==> src/rtl/mul_pkg.sv <==
// Package: shared width and mode encoding for the shift-add multiplier.
// Assumes: nothing beyond a positive operand width.
package mul_pkg;
    localparam int unsigned OP_W = 32;

    typedef enum logic {
        MODE_UNSIGNED = 1'b0,
        MODE_SIGNED   = 1'b1
    } mul_mode_e;
endpackage

==> src/rtl/mul_seq_ctrl.sv <==
// Control sequencer: accepts start while idle, counts WIDTH iterations,
// and raises a one-cycle done pulse after the last one.
// Assumes: start is synchronous to clk; WIDTH >= 2.
module mul_seq_ctrl #(
    parameter int unsigned WIDTH = 32
) (
    input  logic clk,
    input  logic rst_n,
    input  logic start,
    output logic load,
    output logic step,
    output logic last,
    output logic busy,
    output logic done
);
    localparam int unsigned CNT_W = $clog2(WIDTH);
    localparam logic [CNT_W-1:0] CNT_LAST = CNT_W'(WIDTH - 1);

    logic [CNT_W-1:0] cnt_q;
    logic             busy_q;
    logic             done_q;

    // Purpose: decode the load, step and final-iteration strobes.
    always_comb begin
        load = start && !busy_q;
        step = busy_q;
        last = busy_q && (cnt_q == CNT_LAST);
    end

    // Purpose: iteration counter, busy flag and done pulse.
    always_ff @(posedge clk) begin
        if (!rst_n) begin
            cnt_q  <= '0;
            busy_q <= 1'b0;
            done_q <= 1'b0;
        end else begin
            done_q <= last;
            if (load) begin
                cnt_q  <= '0;
                busy_q <= 1'b1;
            end else if (last) begin
                busy_q <= 1'b0;
            end else if (busy_q) begin
                cnt_q <= cnt_q + 1'b1;
            end
        end
    end

    assign busy = busy_q;
    assign done = done_q;

    a_r4_busy_done_apart: assert property (@(posedge clk) disable iff (!rst_n)
        !(busy_q && done_q));
    a_r5_done_single: assert property (@(posedge clk) disable iff (!rst_n)
        done_q |=> !done_q);
    a_r4_done_follows_busy: assert property (@(posedge clk) disable iff (!rst_n)
        done_q |-> $past(busy_q));
    a_r1_load_sets_busy: assert property (@(posedge clk) disable iff (!rst_n)
        load |=> busy_q);
endmodule

==> src/rtl/mul_seq_datapath.sv <==
// Datapath: holds the multiplicand and one double-width accumulator whose
// low half starts as the multiplier. Each step conditionally adds (or, on
// the last signed step, subtracts) the multiplicand into the high half
// through a WIDTH+1 bit adder, then shifts the whole accumulator right.
// Assumes: load and step are never high together.
module mul_seq_datapath #(
    parameter int unsigned WIDTH = 32
) (
    input  logic               clk,
    input  logic               rst_n,
    input  logic               load,
    input  logic               step,
    input  logic               last,
    input  logic               mode_in,
    input  logic [WIDTH-1:0]   a_in,
    input  logic [WIDTH-1:0]   b_in,
    output logic [2*WIDTH-1:0] prod
);
    import mul_pkg::*;

    localparam int unsigned PW = 2 * WIDTH;

    logic [WIDTH-1:0] mcand_q;
    logic [PW-1:0]    prod_q;
    mul_mode_e        mode_q;
    logic [WIDTH:0]   hi_ext;
    logic [WIDTH:0]   mc_ext;
    logic [WIDTH:0]   acc;

    // Purpose: extend the high half and multiplicand to WIDTH+1 bits by mode.
    always_comb begin
        hi_ext = {(mode_q == MODE_SIGNED) && prod_q[PW-1], prod_q[PW-1:WIDTH]};
        mc_ext = {(mode_q == MODE_SIGNED) && mcand_q[WIDTH-1], mcand_q};
    end

    // Purpose: select add, subtract (final signed step) or pass-through.
    always_comb begin
        if (!prod_q[0])
            acc = hi_ext;
        else if (last && (mode_q == MODE_SIGNED))
            acc = hi_ext - mc_ext;
        else
            acc = hi_ext + mc_ext;
    end

    // Purpose: operand capture and per-iteration add-and-shift.
    always_ff @(posedge clk) begin
        if (!rst_n) begin
            mcand_q <= '0;
            prod_q  <= '0;
            mode_q  <= MODE_UNSIGNED;
        end else if (load) begin
            mcand_q <= a_in;
            prod_q  <= {{WIDTH{1'b0}}, b_in};
            mode_q  <= mul_mode_e'(mode_in);
        end else if (step) begin
            prod_q <= {acc, prod_q[WIDTH-1:1]};
        end
    end

    assign prod = prod_q;

    a_r1_load_captures: assert property (@(posedge clk) disable iff (!rst_n)
        load |=> (prod_q[WIDTH-1:0] == $past(b_in)) && (prod_q[PW-1:WIDTH] == '0));
    a_r7_idle_hold: assert property (@(posedge clk) disable iff (!rst_n)
        (!load && !step) |=> $stable(prod_q));
    a_r6_mcand_hold: assert property (@(posedge clk) disable iff (!rst_n)
        step |=> $stable(mcand_q));
endmodule

==> src/rtl/shift_add_mul.sv <==
// Top: sequential shift-add multiplier, WIDTH x WIDTH -> 2*WIDTH bits,
// unsigned or two's-complement per operation, WIDTH cycles per product.
// Assumes: operands are sampled only on an accepted start.
module shift_add_mul #(
    parameter int unsigned WIDTH = mul_pkg::OP_W
) (
    input  logic             clk,
    input  logic             rst_n,
    input  logic             start,
    input  logic             is_signed,
    input  logic [WIDTH-1:0] mcand_in,
    input  logic [WIDTH-1:0] mplier_in,
    output logic             busy,
    output logic             done,
    output logic [WIDTH-1:0] res_hi,
    output logic [WIDTH-1:0] res_lo
);
    logic             load;
    logic             step;
    logic             last;
    logic [2*WIDTH-1:0] prod;

    mul_seq_ctrl #(.WIDTH(WIDTH)) u_ctrl (
        .clk   (clk),
        .rst_n (rst_n),
        .start (start),
        .load  (load),
        .step  (step),
        .last  (last),
        .busy  (busy),
        .done  (done)
    );

    mul_seq_datapath #(.WIDTH(WIDTH)) u_dp (
        .clk     (clk),
        .rst_n   (rst_n),
        .load    (load),
        .step    (step),
        .last    (last),
        .mode_in (is_signed),
        .a_in    (mcand_in),
        .b_in    (mplier_in),
        .prod    (prod)
    );

    assign res_hi = prod[2*WIDTH-1:WIDTH];
    assign res_lo = prod[WIDTH-1:0];

    a_r6_busy_start_ignored: assert property (@(posedge clk) disable iff (!rst_n)
        (busy && start) |=> (busy || done));
    a_r7_result_hold: assert property (@(posedge clk) disable iff (!rst_n)
        (done && !start) |=> ($stable(res_hi) && $stable(res_lo)));
endmodule

==> config.mk <==
export PLATFORM = sky130hd
export DESIGN_NAME = shift_add_mul
export DESIGN_NICKNAME = d
export VERILOG_FILES = /design/src/rtl/mul_pkg.sv /design/src/rtl/mul_seq_ctrl.sv /design/src/rtl/mul_seq_datapath.sv /design/src/rtl/shift_add_mul.sv
export SDC_FILE = /design/constraint.sdc
export NUM_CORES = 1
export LEC_CHECK = 0
export BUFFER_PORTS_ARGS = -buffer_cell sky130_fd_sc_hd__buf_2
export CAP_MARGIN = 10
export CORE_MARGIN = 2
export CORE_UTILIZATION = 45
export CTS_CLUSTER_DIAMETER = 150
export DETAILED_ROUTE_END_ITERATION = 8
export PLACE_DENSITY = 0.7
export SYNTH_ARGS = -nofsm -noshare
export SYNTH_HDL_FRONTEND = slang
export SYNTH_SLANG_ARGS = --single-unit
==> constraint.sdc <==
create_clock -name clk -period 3.8 [get_ports clk]
set_input_delay 0.19 -clock clk [delete_from_list [all_inputs] [get_ports clk]]
set_output_delay 0.19 -clock clk [all_outputs]
set_load 0.005 [all_outputs]
==> impl_metrics.env, run 1 <==
export IMPL_synth_edff_count=0
export IMPL_min_period_ns=3.92
export IMPL_start_util=0.461
export IMPL_clockBufferDepth=2
export IMPL_violations="negative setup slack"
export IMPL_antenna_found_initial=0
export IMPL_clkSinkCount=104
export IMPL_crit_chain="or3_4, or4_4, or3_4, nor2_4, a21oi_2, xnor2_1, ha_1, and4_4, nand3_2, a2111o_1, a211oi_2, buf_4, o211ai_1, nand2b_1, xnor2_1, o22ai_1"
export IMPL_ys_seq_area_frac=0.309
export IMPL_cts_max_level=3
export IMPL_required_ns=4.04
export IMPL_grt_max_degree=80
export IMPL_power_leakage_nw=4.02
export IMPL_cpPeakStageDelay_ns=0.43
export IMPL_top_level_ports=134
export IMPL_run_status="complete, but fails checks"
export IMPL_drt_initial_drc_count=287
export IMPL_track_usage=0.235
export IMPL_powerDensity_nw_per_um2=361
export IMPL_cts_tree="yes"
export IMPL_cpMaxStageDelayCell="or4_4"
export IMPL_final_cells=1210
export IMPL_ctsHoldBuffers=0
export IMPL_routed_wl_microns=18800
export IMPL_numPortBuffers=133
export IMPL_path_class="flip-flop to flip-flop"
export IMPL_drc=0
export IMPL_areaGrowthSynthToFinish_pct=28.8
export IMPL_num_nets_final=1125
export IMPL_timing_final_ws_setup_ns=-0.121
export IMPL_core_sq_um=14600
export IMPL_synthArstFlopShare=0
export IMPL_clock_fmax_mhz=255
export IMPL_tightest_slew_ns=0.705
export IMPL_die_x_microns=126
export IMPL_max_slew_margin_rel=0.530
export IMPL_grt_pass1_vias=6214
export IMPL_diodes=0
export IMPL_grt_setup_unrepaired="yes"
export IMPL_ys_flop_type="dfxtp_1"
export IMPL_finClkSkew_ns=0.00867
export IMPL_crit_arrival_ns=4.16
export IMPL_start_kind="flip-flop"
export IMPL_worst_path_dominant_cell_family="simple AND/OR/NAND/NOR gates"
export IMPL_setup_viol=7
export IMPL_syn_area_sq_um=6730
export IMPL_wl_per_cell_microns=15.5
export IMPL_period_share=1.03
export IMPL_avgSynthCellArea_sq_um=7.99
export IMPL_ys_ff_latch=104
export IMPL_floorplan_rows=44
export IMPL_first_pass_iters=4
export IMPL_place_hpwl_microns=13900
export IMPL_cp_startpoint="u_dp.mcand_q[2]"
export IMPL_grt_overflow_total=0
export IMPL_die_y_microns=126
export IMPL_critPathBufInv=1
export IMPL_yosysWarnings=0
export IMPL_cap_violations=0
export IMPL_clk_pin_slew_ns=0.08
export IMPL_place_inst=1186
export IMPL_gp_congestion=0.959
export IMPL_vias=6516
export IMPL_cp_max_fo=3
export IMPL_syn_nets=947
export IMPL_crit_path_end_kind="flip-flop"
export IMPL_ir_drop_mv=0.213
export IMPL_dieArea_sq_um=16000
export IMPL_numCtsBuffers=9
export IMPL_drive_gt1_frac=0.297
export IMPL_syn_instance_count=843
export IMPL_place_ws_ns=-0.141
export IMPL_clk_latency_ns=0.36
export IMPL_drv_slew=0
export IMPL_min_from="mcand_in[22]"
export IMPL_worstHoldPathType="input pin to flip-flop"
export IMPL_vias_per_cell=5.39
export IMPL_yosysUniqueCellTypes=51
export IMPL_hold_violations=0
export IMPL_grt_first_pass_wirelength_microns=30700
export IMPL_detail_route_antenna_nets=0
export IMPL_r2r_start="u_dp.mcand_q[2]"
export IMPL_root_buffer="clkbuf_16"
-- state kept, by name, summed over array words and instances (netlist names) --
signal and flops:
u_dp.mode_q 1, u_ctrl.done 1, u_ctrl.cnt_q 5, u_ctrl.busy 1
u_dp.prod 64, u_dp.mcand_q 32
-- metal layers --
metal / up-vias / routed length [microns] / GRT usage
met5: - / 0 / 0
met4: 0 / 427 / 0.0860
met3: 25 / 1280 / 0.0468
met2: 187 / 8320 / 0.370
met1: 2990 / 8730 / 0.320
li1: 3314 / - / -
-- worst paths after layout --
check,to,slack (ns),depth (start not counted)
setup / recovery,u_dp.prod[56],-0.12,16
hold reg to reg,u_dp.mcand_q[17],0.50,2
setup reg to reg,u_dp.prod[56],-0.12,16
hold / removal,u_dp.mcand_q[22],0.07,3
-- cells in the mapped netlist, types with 2 or more instances --
| cell | instances | area, sq um |
|---|---|---|
| ha_1 | 35 | 438 |
| nand2b_1 | 6 | 37.5 |
| xor2_1 | 39 | 342 |
| nand4_1 | 7 | 43.8 |
| o21ai_0 | 72 | 360 |
| o2111ai_1 | 2 | 17.5 |
| and3_1 | 4 | 25.0 |
| a21oi_1 | 66 | 330 |
| mux2i_1 | 49 | 490 |
| dfxtp_1 | 104 | 2080 |
| o22ai_1 | 7 | 43.8 |
| xnor2_1 | 25 | 219 |
| o41ai_1 | 3 | 26.3 |
| clkbuf_1 | 48 | 180 |
| nor2b_1 | 12 | 75.1 |
| nor2_1 | 44 | 165 |
| a221oi_1 | 2 | 17.5 |
| or4_4 | 2 | 22.5 |
| or4_1 | 4 | 30.0 |
| or3_1 | 2 | 12.5 |
| o31ai_1 | 10 | 75.1 |
| o211ai_1 | 3 | 22.5 |
| inv_1 | 11 | 41.3 |
| buf_1 | 2 | 7.51 |
| nand2_1 | 127 | 477 |
| o21a_1 | 6 | 45.0 |
| nor3_1 | 6 | 30.0 |
| a211oi_1 | 13 | 97.6 |
| clkbuf_8 | 4 | 55.1 |
| a21o_1 | 17 | 128 |
| and2_1 | 35 | 219 |
| a21boi_0 | 34 | 255 |
| o21bai_1 | 5 | 37.5 |
| nand3_1 | 12 | 60.1 |
| a31oi_1 | 9 | 56.3 |
-- area by class of cell --
class,count,area (sq um)
Fill cell,1356,5920
Multi-Input combinational cell,672,4680
Sequential cell,104,2090
Timing Repair Buffer,223,1350
Clock buffer,10,239
Tap cell,184,230
Clock inverter,6,47.5
Inverter,11,41.3
-- layout by cell type (no fill, tap or decap), types with 5 or more instances in the layout --
cell type and instances:
nand2_1 124, ha_1 35, nand2b_1 6, clkbuf_16 9, a21oi_1 59, a21boi_0 34
nand4_1 7, o22ai_1 7, buf_4 89, o21ai_2 7, nand3_1 9, o21bai_1 5
dfxtp_1 102, nor2_1 39, inv_1 11, a31oi_1 5, nor2b_1 11, buf_2 133
o21a_1 6, o21ai_0 60, a21o_1 17, xnor2_1 24, o21ai_1 5, a211oi_1 12
and2_1 34, xor2_1 36, a21oi_2 6, mux2i_1 49
-- power by group --
part           switching (mW)  internal (mW)
Combinational           0.522          0.464
Sequential             0.0638           1.15
Clock                   0.459          0.473
-- worst min-delay path, cell delays in order --
cell and delay [ns]:
buf_2 0.09, nand2_1 0.04, a21boi_0 0.06
-- through the flow --
stage	TNS [ns]	area [sq um]	power, mW	utilization	hold WS [ns]
after floorplan	0	6790	1.83	-	0.335
final	-0.395	8670	3.13	0.594	0.0736
after CTS	-0.190	8380	3.09	0.574	0.0653
after global routing	-2.50	8670	3.31	0.594	0.0817
after detailed placement	-0.619	8040	2.16	0.551	0.450
after global placement	-0.261	8040	2.14	0.551	0.442
-- cell families (layout without fill, tap and decap cells) --
kind of cell | Yosys count | after routing | share of synthesized area
muxes | 49 | 49 | 0.0729
and+or+nand+nor | 267 | 267 | 0.186
buffers and inverters | 67 | 250 | 0.0455
DFF | 104 | 104 | 0.309
adders and majority gates | 36 | 36 | 0.0680
xor gates and xnor gates | 64 | 64 | 0.0833
AOI/OAI and AO/OA | 256 | 256 | 0.235
-- repair_timing --
| action | 4_1_cts | 5_1_grt |
|---|---|---|
| setup buffers | 1 | 7 |
| pin swaps | 14 | 35 |
| setup endpoints to repair | 8 | 19 |
| resized for setup | 14 | 54 |
No activity file was read; power rests on OpenSTA's default activity.
==> run 2: changes to the inputs <==
Settings changed: CORE_UTILIZATION 45 to 25, PLACE_DENSITY 0.7 to default, TNS_END_PERCENT from default to 100.
==> run 2 against run 1 <==
Effect of this change: the flow still finishes with violations (negative setup slack); combinational power barely moved; first-iteration DRC count fell by 7.3%; worst setup slack got worse by 0.078 ns; die area rose by 77%; fmax fell by 2.0%; clock skew rose by 0.0026 ns; cell count rose by 16%; clock power fell by 2.8%; count of clock-buffer cells in the layout rose by 1; sequential share of layout area fell by 0.84 points; critical path type unchanged; largest power group unchanged.
==> impl_metrics.env, run 2 (synthesis results as in run 1) <==
export IMPL_power_frac_comb=0.325
export IMPL_routed_wl_microns=20900
export IMPL_drc=0
export IMPL_cap_violations=0
export IMPL_die_x_microns=168
export IMPL_numPortBuffers=133
export IMPL_cts_max_level=3
export IMPL_grt_setup_unrepaired="yes"
export IMPL_max_slew_margin_rel=0.535
export IMPL_start_util=0.252
export IMPL_min_from="mcand_in[6]"
export IMPL_path_class="flip-flop to flip-flop"
export IMPL_grt_max_degree=72
export IMPL_ctsHoldBuffers=0
export IMPL_ir_drop_mv=0.217
export IMPL_required_ns=4.03
export IMPL_min_delay_path_depth=3
export IMPL_final_common_cell="buf_2"
export IMPL_drive_gt1_frac=0.296
export IMPL_clk_latency_ns=0.35
export IMPL_vias_per_cell=4.74
export IMPL_power_mw=3.14
export IMPL_power_leakage_nw=4.12
export IMPL_worstHoldPathType="input pin to flip-flop"
export IMPL_num_nets_final=1155
export IMPL_powerDensity_nw_per_um2=350
export IMPL_grt_overflow_total=0
export IMPL_clkSinkCount=104
export IMPL_finClkSkew_ns=0.0112
export IMPL_fin_tns_setup_ns=-1.30
export IMPL_antenna_found_initial=7
export IMPL_place_inst=1367
export IMPL_clk_pin_slew_ns=0.08
export IMPL_dpl_cell_area_sq_um=8420
export IMPL_detail_route_antenna_nets=0
export IMPL_gp_congestion=0.853
export IMPL_tightest_slew_ns=0.696
export IMPL_cp_max_fo=4
export IMPL_crit_path_end_kind="flip-flop"
export IMPL_p_sw_frac=0.329
export IMPL_place_ws_ns=-0.225
export IMPL_pwr_share_seq=0.387
export IMPL_r2r_cells=16
export IMPL_numCtsBuffers=9
export IMPL_root_buffer="clkbuf_16"
export IMPL_hold_violations=0
export IMPL_holdPathEnd="u_dp.mcand_q[6]"
export IMPL_die_y_microns=168
export IMPL_final_cell_mix="133 x buf_2, 125 x nand2_1, 120 x buf_4, 103 x dfxtp_1, 65 x o21ai_0"
export IMPL_largest_reg_flops=64
export IMPL_drv_slew=0
export IMPL_fin_area_sq_um=8980
export IMPL_clock_fmax_mhz=250
export IMPL_crit_arrival_ns=4.22
export IMPL_reg2reg_slack_ns=-0.20
export IMPL_vias=6632
export IMPL_grt_pass1_vias=6590
export IMPL_dieArea_sq_um=28300
export IMPL_run_status="complete, but fails checks"
export IMPL_timing_final_ws_setup_ns=-0.199
export IMPL_violations="negative setup slack"
export IMPL_period_share=1.05
export IMPL_track_usage=0.148
export IMPL_wl_per_cell_microns=14.9
export IMPL_final_cells=1399
export IMPL_min_period_ns=4.00
export IMPL_power_switching_mw=1.03
export IMPL_clockPowerShare=0.288
export IMPL_floorplan_rows=60
export IMPL_drt_initial_drc_count=266
export IMPL_setup_viol=12
export IMPL_cts_tree="yes"
export IMPL_clockBufferDepth=2
export IMPL_top_level_ports=134
export IMPL_core_sq_um=26700
export IMPL_grt_first_pass_wirelength_microns=34000
export IMPL_start_kind="flip-flop"
export IMPL_timing_rr_end="u_dp.prod[56]"
export IMPL_areaGrowthSynthToFinish_pct=33.4
export IMPL_p_int_mw=2.11
export IMPL_place_hpwl_microns=15900
export IMPL_first_pass_iters=5
export IMPL_r2r_start="u_dp.mcand_q[2]"
-- run 2: changes by cell type in the layout (fill, tap and decap cells not counted), sizes merged --
cell and delta:
clkinvlp +2, diode +3, inv -4, buf +30, clkbuf +1
-- run 2: how the worst max path moves through the flow --
stage	from	to	slack, ns	cells past startpoint
after floorplan	u_dp.mcand_q[2]	u_dp.prod[60]	0.002	16
after global placement	u_dp.mcand_q[2]	u_dp.prod[58]	-0.21	15
after detailed placement	u_dp.mcand_q[2]	u_dp.prod[58]	-0.22	15
after CTS	u_dp.mcand_q[2]	u_dp.prod[62]	-0.17	17
after global routing	u_dp.mcand_q[2]	u_dp.prod[63]	-0.36	17
final	u_dp.mcand_q[2]	u_dp.prod[56]	-0.20	16
-- run 2: per-layer routing --
layer | wire [microns] | track usage | part of all wire
met5 | 54 | 0 | 0.0026
met4 | 327 | 0.0405 | 0.016
met3 | 1190 | 0.0433 | 0.057
met2 | 9490 | 0.239 | 0.45
met1 | 9800 | 0.194 | 0.47
-- run 2: final cells by class --
class / count / area [sq um]
antenna: 3 / 7.51
clock buffer: 11 / 243
clock inverter: 4 / 32.5
fill: 2819 / 17700
inverter: 11 / 41.3
multi-input combinational: 672 / 4570
sequential: 104 / 2090
tap: 341 / 427
timing repair buffer: 253 / 1570
-- run 2: power groups by stage --
| stage | sequential (mW) | clock [mW] | combinational (mW) |
|---|---|---|---|
| 2_1_floorplan | 1.23 | 0 | 0.600 |
| 3_3_place_gp | 1.24 | 0 | 0.965 |
| 3_5_place_dp | 1.24 | 0 | 0.972 |
| 4_1_cts | 1.22 | 0.936 | 0.991 |
| 5_1_grt | 1.23 | 0.981 | 1.14 |
| 6_report | 1.22 | 0.906 | 1.02 |
-- run 2: metrics by stage --
step / utilization / hold slack (ns)
6_report: 0.336 / 0.0786
5_1_grt: 0.336 / 0.0821
4_1_cts: 0.330 / 0.0697
3_5_place_dp: 0.315 / 0.452
3_3_place_gp: 0.315 / 0.446
2_1_floorplan: - / 0.335
-- run 2: worst max-delay path, stage by stage, from the launching register on --
cell and delay (ns):
dfxtp_1 0.31, or3_1 0.38, or4_4 0.44, or3_4 0.41, nor2_4 0.14, a21oi_1 0.10
xnor2_1 0.13, ha_1 0.35, and4_4 0.27, nand3_4 0.09, a2111o_1 0.39, a211oi_4 0.30
buf_4 0.15, o211ai_1 0.09, nand2b_1 0.11, xnor2_1 0.12, o22ai_1 0.09
-- run 2: repair_timing --
action | 4_1_cts | 5_1_grt
endpoints found under the setup margin | 12 | 21
pin swaps | 14 | 16
buffers inserted | 9 | 5
resized for setup | 16 | 22
